### src/rtl/tmr_pkg.sv
package tmr_pkg;

  localparam int BYTE_W = 8;
  localparam int ADDR_W = 3;

  typedef enum logic [1:0] {
    MODE_13     = 2'd0,
    MODE_16     = 2'd1,
    MODE_RELOAD = 2'd2,
    MODE_SPLIT  = 2'd3
  } tmode_e;

  typedef struct packed {
    logic   gate;
    logic   ext_sel;
    tmode_e mode;
  } tcfg_t;

  localparam logic [ADDR_W-1:0] A_MODE = 3'd0;
  localparam logic [ADDR_W-1:0] A_CTL  = 3'd1;
  localparam logic [ADDR_W-1:0] A_U0LO = 3'd2;
  localparam logic [ADDR_W-1:0] A_U0HI = 3'd3;
  localparam logic [ADDR_W-1:0] A_U1LO = 3'd4;
  localparam logic [ADDR_W-1:0] A_U1HI = 3'd5;

endpackage

### src/rtl/tick_gen.sv
module tick_gen #(
  parameter int DIV = 12
) (
  input  logic clk,
  input  logic rst_n,
  output logic tick
);
  localparam int CW = (DIV > 1) ? $clog2(DIV) : 1;
  localparam logic [CW-1:0] LAST = CW'(DIV - 1);

  logic [CW-1:0] cnt_q, cnt_d;

  always_comb begin
    tick  = (cnt_q == LAST);
    cnt_d = tick ? '0 : cnt_q + 1'b1;
  end

  always_ff @(posedge clk or negedge rst_n) begin
    if (!rst_n) cnt_q <= '0;
    else        cnt_q <= cnt_d;
  end

  generate
    if (DIV > 1) begin : g_spacing
      AST_TICK_SPACING: assert property (@(posedge clk) disable iff (!rst_n)
        tick |=> !tick);
    end
  endgenerate

endmodule

### src/rtl/edge_sampler.sv
module edge_sampler (
  input  logic clk,
  input  logic rst_n,
  input  logic tick,
  input  logic pin,
  output logic fall
);
  logic samp_q, samp_d;

  always_comb begin
    samp_d = tick ? pin : samp_q;
    fall   = tick & samp_q & ~pin;
  end

  always_ff @(posedge clk or negedge rst_n) begin
    if (!rst_n) samp_q <= 1'b0;
    else        samp_q <= samp_d;
  end

endmodule

### src/rtl/count_unit.sv
module count_unit
  import tmr_pkg::*;
#(
  parameter bit SPLIT_CAPABLE = 1'b0
) (
  input  logic              clk,
  input  logic              rst_n,
  input  tmode_e            mode,
  input  logic              step,
  input  logic              split_step,
  input  logic              wr_lo,
  input  logic              wr_hi,
  input  logic [BYTE_W-1:0] wdata,
  output logic [BYTE_W-1:0] lo_q,
  output logic [BYTE_W-1:0] hi_q,
  output logic              ovf,
  output logic              hi_ovf
);
  localparam int PRE_W = 5;

  logic [BYTE_W-1:0] lo_d, hi_d;

  always_comb begin
    lo_d   = lo_q;
    hi_d   = hi_q;
    ovf    = 1'b0;
    hi_ovf = 1'b0;
    case (mode)
      MODE_13: begin
        if (step) begin
          if (&lo_q[PRE_W-1:0]) begin
            lo_d[PRE_W-1:0] = '0;
            hi_d            = hi_q + 1'b1;
            ovf             = &hi_q;
          end else begin
            lo_d[PRE_W-1:0] = lo_q[PRE_W-1:0] + 1'b1;
          end
        end
      end
      MODE_16: begin
        if (step) begin
          {hi_d, lo_d} = {hi_q, lo_q} + 1'b1;
          ovf          = (&hi_q) & (&lo_q);
        end
      end
      MODE_RELOAD: begin
        if (step) begin
          if (&lo_q) begin
            lo_d = hi_q;
            ovf  = 1'b1;
          end else begin
            lo_d = lo_q + 1'b1;
          end
        end
      end
      default: begin
        if (SPLIT_CAPABLE) begin
          if (step) begin
            lo_d = lo_q + 1'b1;
            ovf  = &lo_q;
          end
          if (split_step) begin
            hi_d   = hi_q + 1'b1;
            hi_ovf = &hi_q;
          end
        end
      end
    endcase
    if (wr_lo) lo_d = wdata;
    if (wr_hi) hi_d = wdata;
  end

  always_ff @(posedge clk or negedge rst_n) begin
    if (!rst_n) begin
      lo_q <= '0;
      hi_q <= '0;
    end else begin
      lo_q <= lo_d;
      hi_q <= hi_d;
    end
  end

  AST_HOLD_IDLE: assert property (@(posedge clk) disable iff (!rst_n)
    (!step && !split_step && !wr_lo && !wr_hi) |=> ($stable(lo_q) && $stable(hi_q)));

  AST_RELOAD_FROM_HI: assert property (@(posedge clk) disable iff (!rst_n)
    (mode == MODE_RELOAD && step && (&lo_q) && !wr_lo && !wr_hi) |=> (lo_q == $past(hi_q) && $stable(hi_q)));

endmodule

### src/rtl/dual_timer_counter.sv
module dual_timer_counter
  import tmr_pkg::*;
#(
  parameter int TICK_DIV = 12
) (
  input  logic        clk,
  input  logic        rst_n,
  input  logic        reg_wr,
  input  logic [2:0]  reg_waddr,
  input  logic [7:0]  reg_wdata,
  input  logic [2:0]  reg_raddr,
  output logic [7:0]  reg_rdata,
  input  logic [1:0]  ext_count,
  input  logic [1:0]  ext_gate,
  input  logic [1:0]  ovf_ack,
  output logic [1:0]  ovf_flag,
  output logic        baud_pulse
);
  localparam int NUNIT = 2;

  logic [BYTE_W-1:0] mode_q, mode_d;
  logic [NUNIT-1:0]  run_q, run_d;
  logic [NUNIT-1:0]  flag_q, flag_d;
  logic              baud_q, baud_d;

  logic              tick;
  logic              t0_split;
  logic              split_step;
  tcfg_t             cfg   [NUNIT];
  logic [NUNIT-1:0]  fall, step, ovf, hi_ovf, wr_lo, wr_hi;
  logic [BYTE_W-1:0] lo_q [NUNIT];
  logic [BYTE_W-1:0] hi_q [NUNIT];

  tick_gen #(.DIV(TICK_DIV)) u_tick (
    .clk(clk), .rst_n(rst_n), .tick(tick)
  );

  always_comb begin
    cfg[0]     = tcfg_t'(mode_q[3:0]);
    cfg[1]     = tcfg_t'(mode_q[7:4]);
    t0_split   = (cfg[0].mode == MODE_SPLIT);
    split_step = tick & run_q[1] & t0_split;
  end

  generate
    for (genvar i = 0; i < NUNIT; i++) begin : g_unit
      logic enable;

      edge_sampler u_edge (
        .clk(clk), .rst_n(rst_n), .tick(tick), .pin(ext_count[i]), .fall(fall[i])
      );

      always_comb begin
        enable  = run_q[i] & (~cfg[i].gate | ext_gate[i]);
        step[i] = enable & (cfg[i].ext_sel ? fall[i] : tick);
        wr_lo[i] = reg_wr && (reg_waddr == A_U0LO + 3'(2 * i));
        wr_hi[i] = reg_wr && (reg_waddr == A_U0HI + 3'(2 * i));
      end

      count_unit #(.SPLIT_CAPABLE(i == 0)) u_cnt (
        .clk        (clk),
        .rst_n      (rst_n),
        .mode       (cfg[i].mode),
        .step       (step[i]),
        .split_step ((i == 0) ? split_step : 1'b0),
        .wr_lo      (wr_lo[i]),
        .wr_hi      (wr_hi[i]),
        .wdata      (reg_wdata),
        .lo_q       (lo_q[i]),
        .hi_q       (hi_q[i]),
        .ovf        (ovf[i]),
        .hi_ovf     (hi_ovf[i])
      );
    end
  endgenerate

  // next state
  always_comb begin
    mode_d = (reg_wr && reg_waddr == A_MODE) ? reg_wdata : mode_q;
    run_d  = (reg_wr && reg_waddr == A_CTL) ? reg_wdata[1:0] : run_q;
    flag_d[0] = ovf[0] | (flag_q[0] & ~ovf_ack[0]);
    flag_d[1] = (t0_split ? (|hi_ovf) : ovf[1]) | (flag_q[1] & ~ovf_ack[1]);
    baud_d = ovf[1];
  end

  always_ff @(posedge clk or negedge rst_n) begin
    if (!rst_n) begin
      mode_q <= '0;
      run_q  <= '0;
      flag_q <= '0;
      baud_q <= 1'b0;
    end else begin
      mode_q <= mode_d;
      run_q  <= run_d;
      flag_q <= flag_d;
      baud_q <= baud_d;
    end
  end

  always_comb begin
    case (reg_raddr)
      A_MODE:  reg_rdata = mode_q;
      A_CTL:   reg_rdata = {4'b0, flag_q, run_q};
      A_U0LO:  reg_rdata = lo_q[0];
      A_U0HI:  reg_rdata = hi_q[0];
      A_U1LO:  reg_rdata = lo_q[1];
      A_U1HI:  reg_rdata = hi_q[1];
      default: reg_rdata = '0;
    endcase
  end

  assign ovf_flag   = flag_q;
  assign baud_pulse = baud_q;

  AST_OVF_SETS_FLAG: assert property (@(posedge clk) disable iff (!rst_n)
    ovf[0] |=> ovf_flag[0]);

  AST_ACK_CLEARS: assert property (@(posedge clk) disable iff (!rst_n)
    (ovf_ack[0] && !ovf[0]) |=> !ovf_flag[0]);

  AST_SPLIT_T1_QUIET: assert property (@(posedge clk) disable iff (!rst_n)
    (t0_split && ovf[1] && !hi_ovf[0] && !flag_q[1]) |=> !ovf_flag[1]);

  AST_T1_HOLD: assert property (@(posedge clk) disable iff (!rst_n)
    (cfg[1].mode == MODE_SPLIT && !wr_lo[1] && !wr_hi[1]) |=> ($stable(lo_q[1]) && $stable(hi_q[1])));

endmodule

### config.mk
export PLATFORM = sky130hd
export DESIGN_NAME = dual_timer_counter
export DESIGN_NICKNAME = d
export VERILOG_FILES = /design/src/rtl/tmr_pkg.sv /design/src/rtl/tick_gen.sv /design/src/rtl/edge_sampler.sv /design/src/rtl/count_unit.sv /design/src/rtl/dual_timer_counter.sv
export SDC_FILE = /design/constraint.sdc
export NUM_CORES = 1
export LEC_CHECK = 0
export BUFFER_PORTS_ARGS = -buffer_cell sky130_fd_sc_hd__buf_2
export CORE_MARGIN = 2
export CORE_UTILIZATION = 55
export CTS_BUF_LIST = sky130_fd_sc_hd__clkbuf_8
export CTS_CLUSTER_DIAMETER = 40
export CTS_CLUSTER_SIZE = 10
export DETAILED_ROUTE_END_ITERATION = 8
export PLACE_DENSITY = 0.74
export SETUP_SLACK_MARGIN = 0.05
export SLEW_MARGIN = 40
export SYNTH_ARGS = -nofsm -noshare
export SYNTH_HDL_FRONTEND = slang
export SYNTH_HIERARCHICAL = 1
export SYNTH_SLANG_ARGS = --single-unit
### constraint.sdc
create_clock -name clk -period 5.5 [get_ports clk]
set_input_delay 0.55 -clock clk [delete_from_list [all_inputs] [get_ports clk]]
set_output_delay 0.55 -clock clk [all_outputs]
set_load 0.01 [all_outputs]
==> results of run 1 <==
==> critical path, cell delays in order (launching register included) <==
cell and delay (ns):
sky130_fd_sc_hd__dfrtp_1 0.40, sky130_fd_sc_hd__ha_1 0.23, sky130_fd_sc_hd__nand2b_4 0.08, sky130_fd_sc_hd__nor2_2 0.29, sky130_fd_sc_hd__and3b_2 0.25, sky130_fd_sc_hd__inv_1 0.04
sky130_fd_sc_hd__a221oi_2 0.54, sky130_fd_sc_hd__mux2i_1 0.16, sky130_fd_sc_hd__a211o_1 0.52, sky130_fd_sc_hd__or4b_1 0.56, sky130_fd_sc_hd__a31oi_1 0.18
==> registers in the layout (all words and copies together), names as in the netlist <==
name	count
g_unit.u_cnt/hi_q	16
g_unit.u_cnt/lo_q	16
mode_q	8
u_tick/cnt_q	4
g_unit.u_edge/samp_q	2
ovf_flag	2
run_q	2
baud_pulse	1
==> final timing paths <==
path                                      start                       to  slack (ns)  cells past startpoint
max in group asynchronous                 rst_n  g_unit[1].u_cnt/hi_q[5]        4.73                      2
worst min register to register  u_tick/cnt_q[0]          u_tick/cnt_q[0]        0.48                      1
worst max register to register  u_tick/cnt_q[0]  g_unit[0].u_cnt/hi_q[7]        2.16                     10
min in group clk                     ovf_ack[1]              ovf_flag[1]        0.39                      2
worst max-delay path            u_tick/cnt_q[0]  g_unit[0].u_cnt/hi_q[7]        2.16                     10
worst min-delay path                      rst_n  g_unit[0].u_cnt/lo_q[2]        0.33                      2
==> power by group through the flow <==
stage | Combinational (µW) | Clock (µW) | Sequential [µW]
after floorplan | 530 | 0 | 623
after global placement | 648 | 0 | 703
after detailed placement | 662 | 0 | 707
after CTS | 664 | 247 | 701
after global routing | 750 | 261 | 729
final | 671 | 241 | 708
==> metrics by stage <==
stage	util, %	hold slack, ns	area [µm²]	worst slack (ns)	total power, µW
final	60.2	0.329	4340	2.16	1620
after global placement	58.7	0.453	4230	2.17	1350
after global routing	60.2	0.390	4340	1.93	1740
after floorplan	-	0.254	4060	2.52	1150
after detailed placement	58.7	0.466	4240	1.92	1370
after CTS	60.1	0.354	4330	1.89	1610
==> area by class of cell <==
type,count,area [µm²]
timing repair buffer,36,188
fill,684,2870
multi-input combinational,371,2560
clock buffer,5,68.8
sequential,51,1280
tap,99,124
clock inverter,3,28.8
inverter,24,91.3
==> metal layers <==
layer | vias up | share of wire [%] | track usage [%]
li1 | 1831 | - | -
met5 | - | 0 | 0
met3 | 18 | 7.6 | 3.10
met4 | 0 | 1.9 | 8.21
met2 | 167 | 47 | 45.3
met1 | 1875 | 44 | 41.6
==> qor.json, run 1 <==
{
  "result_of_the_run": "complete, no violations",
  "finClkSkew_ns": 0.0124,
  "arrival_time_worst_endpoint_ns": 3.58,
  "cts_tree": "done",
  "setup_total_negative_slack_ns": 0,
  "port_buffers": 33,
  "first_global_vias": 3563,
  "clk_pin_slew_ns": 0.11,
  "ctsHoldBuffers": 0,
  "max-vdd-ir-drop_mv": 0.162,
  "antenna_found_initial": 0,
  "crit_fanout": 16,
  "share_seq_of_total_power_pct": 43.7,
  "die_w_um": 89.9,
  "comb_power_share_pct": 41.4,
  "dp_hpwl_mm": 8.24,
  "grt_overflow_total": 0,
  "crit_path_start_kind": "flip-flop",
  "cell_area_synth_um2": 4060,
  "grt_max_degree": 52,
  "final-instance-count-excl-fill": 589,
  "drt.antenna.violating_nets": 0,
  "critical_path.endpoint_type": "flip-flop",
  "cts-root-buf": "sky130_fd_sc_hd__clkbuf_8",
  "core_um2": 7210,
  "rows": 31,
  "setup_viol_count_final": 0,
  "synth.yosys.warnings": 6,
  "overall_track_demand_over_capacity_in_global_routing_pct": 28.6,
  "grt_setup_unrepaired": "false",
  "numCtsBuffers": 5,
  "power_density_nw_per_um2": 373,
  "post-cts-setup-buffers": 0,
  "syn_area_per_cell_um2": 8.66,
  "final-max-slew-violation-count": 0,
  "final_cell_mix": "sky130_fd_sc_hd__dfrtp_1 (51), sky130_fd_sc_hd__nor2_1 (36), sky130_fd_sc_hd__buf_2 (33)",
  "nNetsFinal": 528,
  "power_switching_share_pct": 46.2,
  "die-area_um2": 8080,
  "max_freq_mhz": 299,
  "synth_cells": 468,
  "net-switching-power_uw": 749,
  "synth_nets": 507,
  "internal_power_uw": 870,
  "final_worst_path_cycle_share_pct": 60.7,
  "first_pass_grt_wire_length_mm": 18.6,
  "detail_route.wl_per_cell_um": 19.3,
  "slew_headroom_pct": 48.4,
  "pwr-share-clk_pct": 14.9,
  "fp.dieH_um": 89.9,
  "dpl.cell_count": 581,
  "worst_hold_path_type": "input pin to async pin",
  "insertedDiodeCount": 0,
  "viasPerCell": 6.61,
  "floorplan.initialDensity_pct": 56.2,
  "cts.repair.resized": 0,
  "fin_crit_ns": 3.34,
  "flow.area_growth_from_synthesis_pct": 7.03,
  "worst_skew_pair.late_latency_ns": 0.33,
  "vias": 3891,
  "cap_viol_max_count": 0,
  "drtIter0Drc": 311,
  "timing.critical_path.required_ns": 5.74,
  "path_class": "flip-flop to flip-flop",
  "layout.cells.most_common": "sky130_fd_sc_hd__dfrtp_1",
  "gpl.final_weighted_congestion": 0.977,
  "wirelength_mm": 11.3,
  "clock_sink_count": 51,
  "finalHoldViolations": 0,
  "timing_worst_slew_pin_value_ns": 0.771,
  "p_leak_uw": 0.00176,
  "cts_htree_levels": 2,
  "clk_path_buf_depth": 2,
  "design.portCount": 34,
  "drt_first_pass_iters": 5,
  "layout-drive-gt1-share_pct": 15.9,
  "drt_drc_violations_left": 0
}
Power figures use the tool's default switching activity.
==> run 2: changes to the inputs <==
--- a/config.mk
+++ b/config.mk
@@ -5,6 +5,7 @@
 export SDC_FILE = /design/constraint.sdc
 export NUM_CORES = 1
 export LEC_CHECK = 0
+export ABC_AREA = 1
 export BUFFER_PORTS_ARGS = -buffer_cell sky130_fd_sc_hd__buf_2
 export CORE_MARGIN = 2
 export CORE_UTILIZATION = 55
@@ -12,7 +13,7 @@
 export CTS_CLUSTER_DIAMETER = 40
 export CTS_CLUSTER_SIZE = 10
 export DETAILED_ROUTE_END_ITERATION = 8
-export PLACE_DENSITY = 0.74
+export PLACE_DENSITY = 0.77
 export SETUP_SLACK_MARGIN = 0.05
 export SLEW_MARGIN = 40
 export SYNTH_ARGS = -nofsm -noshare
==> constraint.sdc (replaced) <==
create_clock -name clk -period 2.7 [get_ports clk]
set_input_delay 0.27 -clock clk [delete_from_list [all_inputs] [get_ports clk]]
set_output_delay 0.27 -clock clk [all_outputs]
set_load 0.01 [all_outputs]
==> run 2 against run 1 <==
Critical path depth increased by 4. Fmax up 41%. Via count is 18% higher. Routed wire length is 13% higher. Clock power increased by 100%.
==> qor.json, run 2 <==
{
  "max_freq_mhz": 423,
  "layout-drive-gt1-share_pct": 11.8,
  "hold_path.startpoint": "ovf_ack[0]",
  "fin_crit_ns": 2.36,
  "gpl.final_weighted_congestion": 0.950,
  "synth_nets": 749,
  "synth.yosys.warnings": 6,
  "clock_sink_count": 51,
  "cell_area_synth_um2": 4530,
  "cts-root-buf": "sky130_fd_sc_hd__clkbuf_8",
  "clk_pin_slew_ns": 0.12,
  "critical-path-slowest-cell": "sky130_fd_sc_hd__dfrtp_1",
  "vias": 4607,
  "multi_input_area_um2": 2690,
  "timing_worst_slew_pin_value_ns": 0.511,
  "reg_top3": "g_unit.u_cnt/hi_q x16, g_unit.u_cnt/lo_q x16, mode_q x8",
  "antenna_found_initial": 0,
  "synth_cells": 710,
  "worst_hold_path_type": "input pin to flip-flop",
  "wirelength_mm": 12.9,
  "power_density_nw_per_um2": 656,
  "grt_overflow_total": 0,
  "hold_path_depth": 2,
  "grt_max_degree": 34,
  "finClkSkew_ns": 0.0203,
  "drt_first_pass_iters": 5,
  "critical_path.endpoint_type": "flip-flop",
  "clk_path_buf_depth": 2,
  "ff2ff_setup_slack_ns": 0.34,
  "dpl.cell_count": 840,
  "final_cell_mix": "sky130_fd_sc_hd__nand2_1 (220), sky130_fd_sc_hd__inv_1 (108), sky130_fd_sc_hd__nand3_1 (77)",
  "worst_skew_pair.late_latency_ns": 0.32,
  "nNetsFinal": 784,
  "timing.critical_path.required_ns": 2.95,
  "n_fill_cell": 829,
  "dp_hpwl_mm": 10.1,
  "crit_path_cell_trace": "ha_1, nand3_1, inv_1, nand2_1, nor2_1, nor2_1, a211oi_1, buf_4, inv_1, o21ai_0, inv_1, nor2_1, nand2_1, nand2_1",
  "syn_area_per_cell_um2": 6.38,
  "arrival_time_worst_endpoint_ns": 2.62,
  "max-vdd-ir-drop_mv": 0.361,
  "overall_track_demand_over_capacity_in_global_routing_pct": 30.4,
  "crit_path_max_incr_delay_ns": 0.41,
  "result_of_the_run": "complete, no violations",
  "detail_route.wl_per_cell_um": 15.1,
  "buffers_and_inverters_on_the_worst_path": 4,
  "layout.cells.most_common": "sky130_fd_sc_hd__nand2_1",
  "cts_htree_levels": 2,
  "port_buffers": 33,
  "final-max-slew-violation-count": 0,
  "drt.antenna.violating_nets": 0,
  "die-area_um2": 8970,
  "die_w_um": 94.7,
  "p_leak_uw": 0.00257,
  "fp.dieH_um": 94.7,
  "drt_drc_violations_left": 0,
  "r2r_worst_path_depth": 14,
  "first_global_vias": 4304,
  "finalHoldViolations": 0,
  "core_um2": 8090,
  "final_worst_path_cycle_share_pct": 87.6,
  "setup_total_negative_slack_ns": 0,
  "cpLargestDelayFamily": "simple AND/OR/NAND/NOR gates",
  "final-instance-count-excl-fill": 851,
  "rows": 33,
  "crit_path_start_kind": "flip-flop",
  "timing.rr.start": "u_tick/cnt_q[0]",
  "r2r-end": "g_unit[0].u_cnt/lo_q[7]",
  "crit_fanout": 7,
  "insertedDiodeCount": 0,
  "grt_setup_unrepaired": "false",
  "path_class": "flip-flop to flip-flop",
  "slew_headroom_pct": 65.8,
  "cts_tree": "done",
  "setup_viol_count_final": 0,
  "design.portCount": 34,
  "numCtsBuffers": 5,
  "floorplan.initialDensity_pct": 55.9,
  "viasPerCell": 5.41,
  "drtIter0Drc": 251,
  "seq_area_um2": 1280,
  "cap_viol_max_count": 0,
  "holdPathEnd": "ovf_flag[0]",
  "flow.area_growth_from_synthesis_pct": 7.35,
  "first_pass_grt_wire_length_mm": 21.0
}
==> run 2: stage by stage <==
step	cell area, µm²	setup WS, ns	hold WS, ns	utilization, %	total power (µW)
2_1_floorplan	4530	0.597	-0.0256	-	2260
3_3_place_gp	4740	0.345	0.233	58.5	2650
3_5_place_dp	4740	0.285	0.243	58.5	2680
4_1_cts	4840	0.249	0.107	59.8	3170
5_1_grt	4860	0.0683	0.101	60.0	3460
6_report	4860	0.335	0.107	60.0	3190
==> run 2: worst reg2reg max path, delay by kind of cell (launching register included) <==
kind                       cells  cell delay (ns)
and+or+nand+nor                7             0.60
DFF                            1             0.41
adders and majority gates      1             0.21
AOI/OAI and AO/OA              2             0.52
buffers and inverters          4             0.57
==> run 2: final cells by class <==
cell class / instances / share of cell area [%]
clock buffer: 5 / 1.42
clock inverter: 3 / 0.515
inverter: 112 / 8.70
multi-input combinational: 532 / 55.4
sequential: 51 / 26.3
tap: 105 / 2.70
timing repair buffer: 43 / 4.99
==> run 2: report_power, final <==
part           switching, µW  internal, µW  leakage, µW
combinational            846           518      0.00189
sequential               366           975     0.000641
clock                    293           190    0.0000452
total                   1500          1680      0.00257
==> run 2: worst max-delay path by stage <==
stage | startpoint | slack (ns) | depth (start not counted) | end
2_1_floorplan | u_tick/cnt_q[0] | 0.60 | 13 | g_unit[0].u_cnt/hi_q[2]
3_3_place_gp | u_tick/cnt_q[0] | 0.34 | 13 | g_unit[0].u_cnt/hi_q[5]
3_5_place_dp | u_tick/cnt_q[0] | 0.29 | 13 | g_unit[0].u_cnt/hi_q[7]
4_1_cts | u_tick/cnt_q[0] | 0.25 | 13 | g_unit[0].u_cnt/hi_q[7]
5_1_grt | u_tick/cnt_q[0] | 0.07 | 14 | g_unit[0].u_cnt/hi_q[5]
6_report | u_tick/cnt_q[0] | 0.34 | 14 | g_unit[0].u_cnt/lo_q[7]
==> run 2: what timing repair did <==
item / CTS / global route
hold endpoints to repair: 18 / 0
setup buffers: 0 / 2
setup endpoints to repair: 0 / 8
gates resized for setup: 0 / 1
hold buffers: 1 / 0
==> run 2: layer usage <==
layer	global-route usage, %	vias to the layer above	share of wire (%)
li1	-	2324	-
met1	36.9	2120	40
met2	54.7	132	50
met3	3.59	31	5.6
met4	11.4	0	3.8
met5	0	-	0
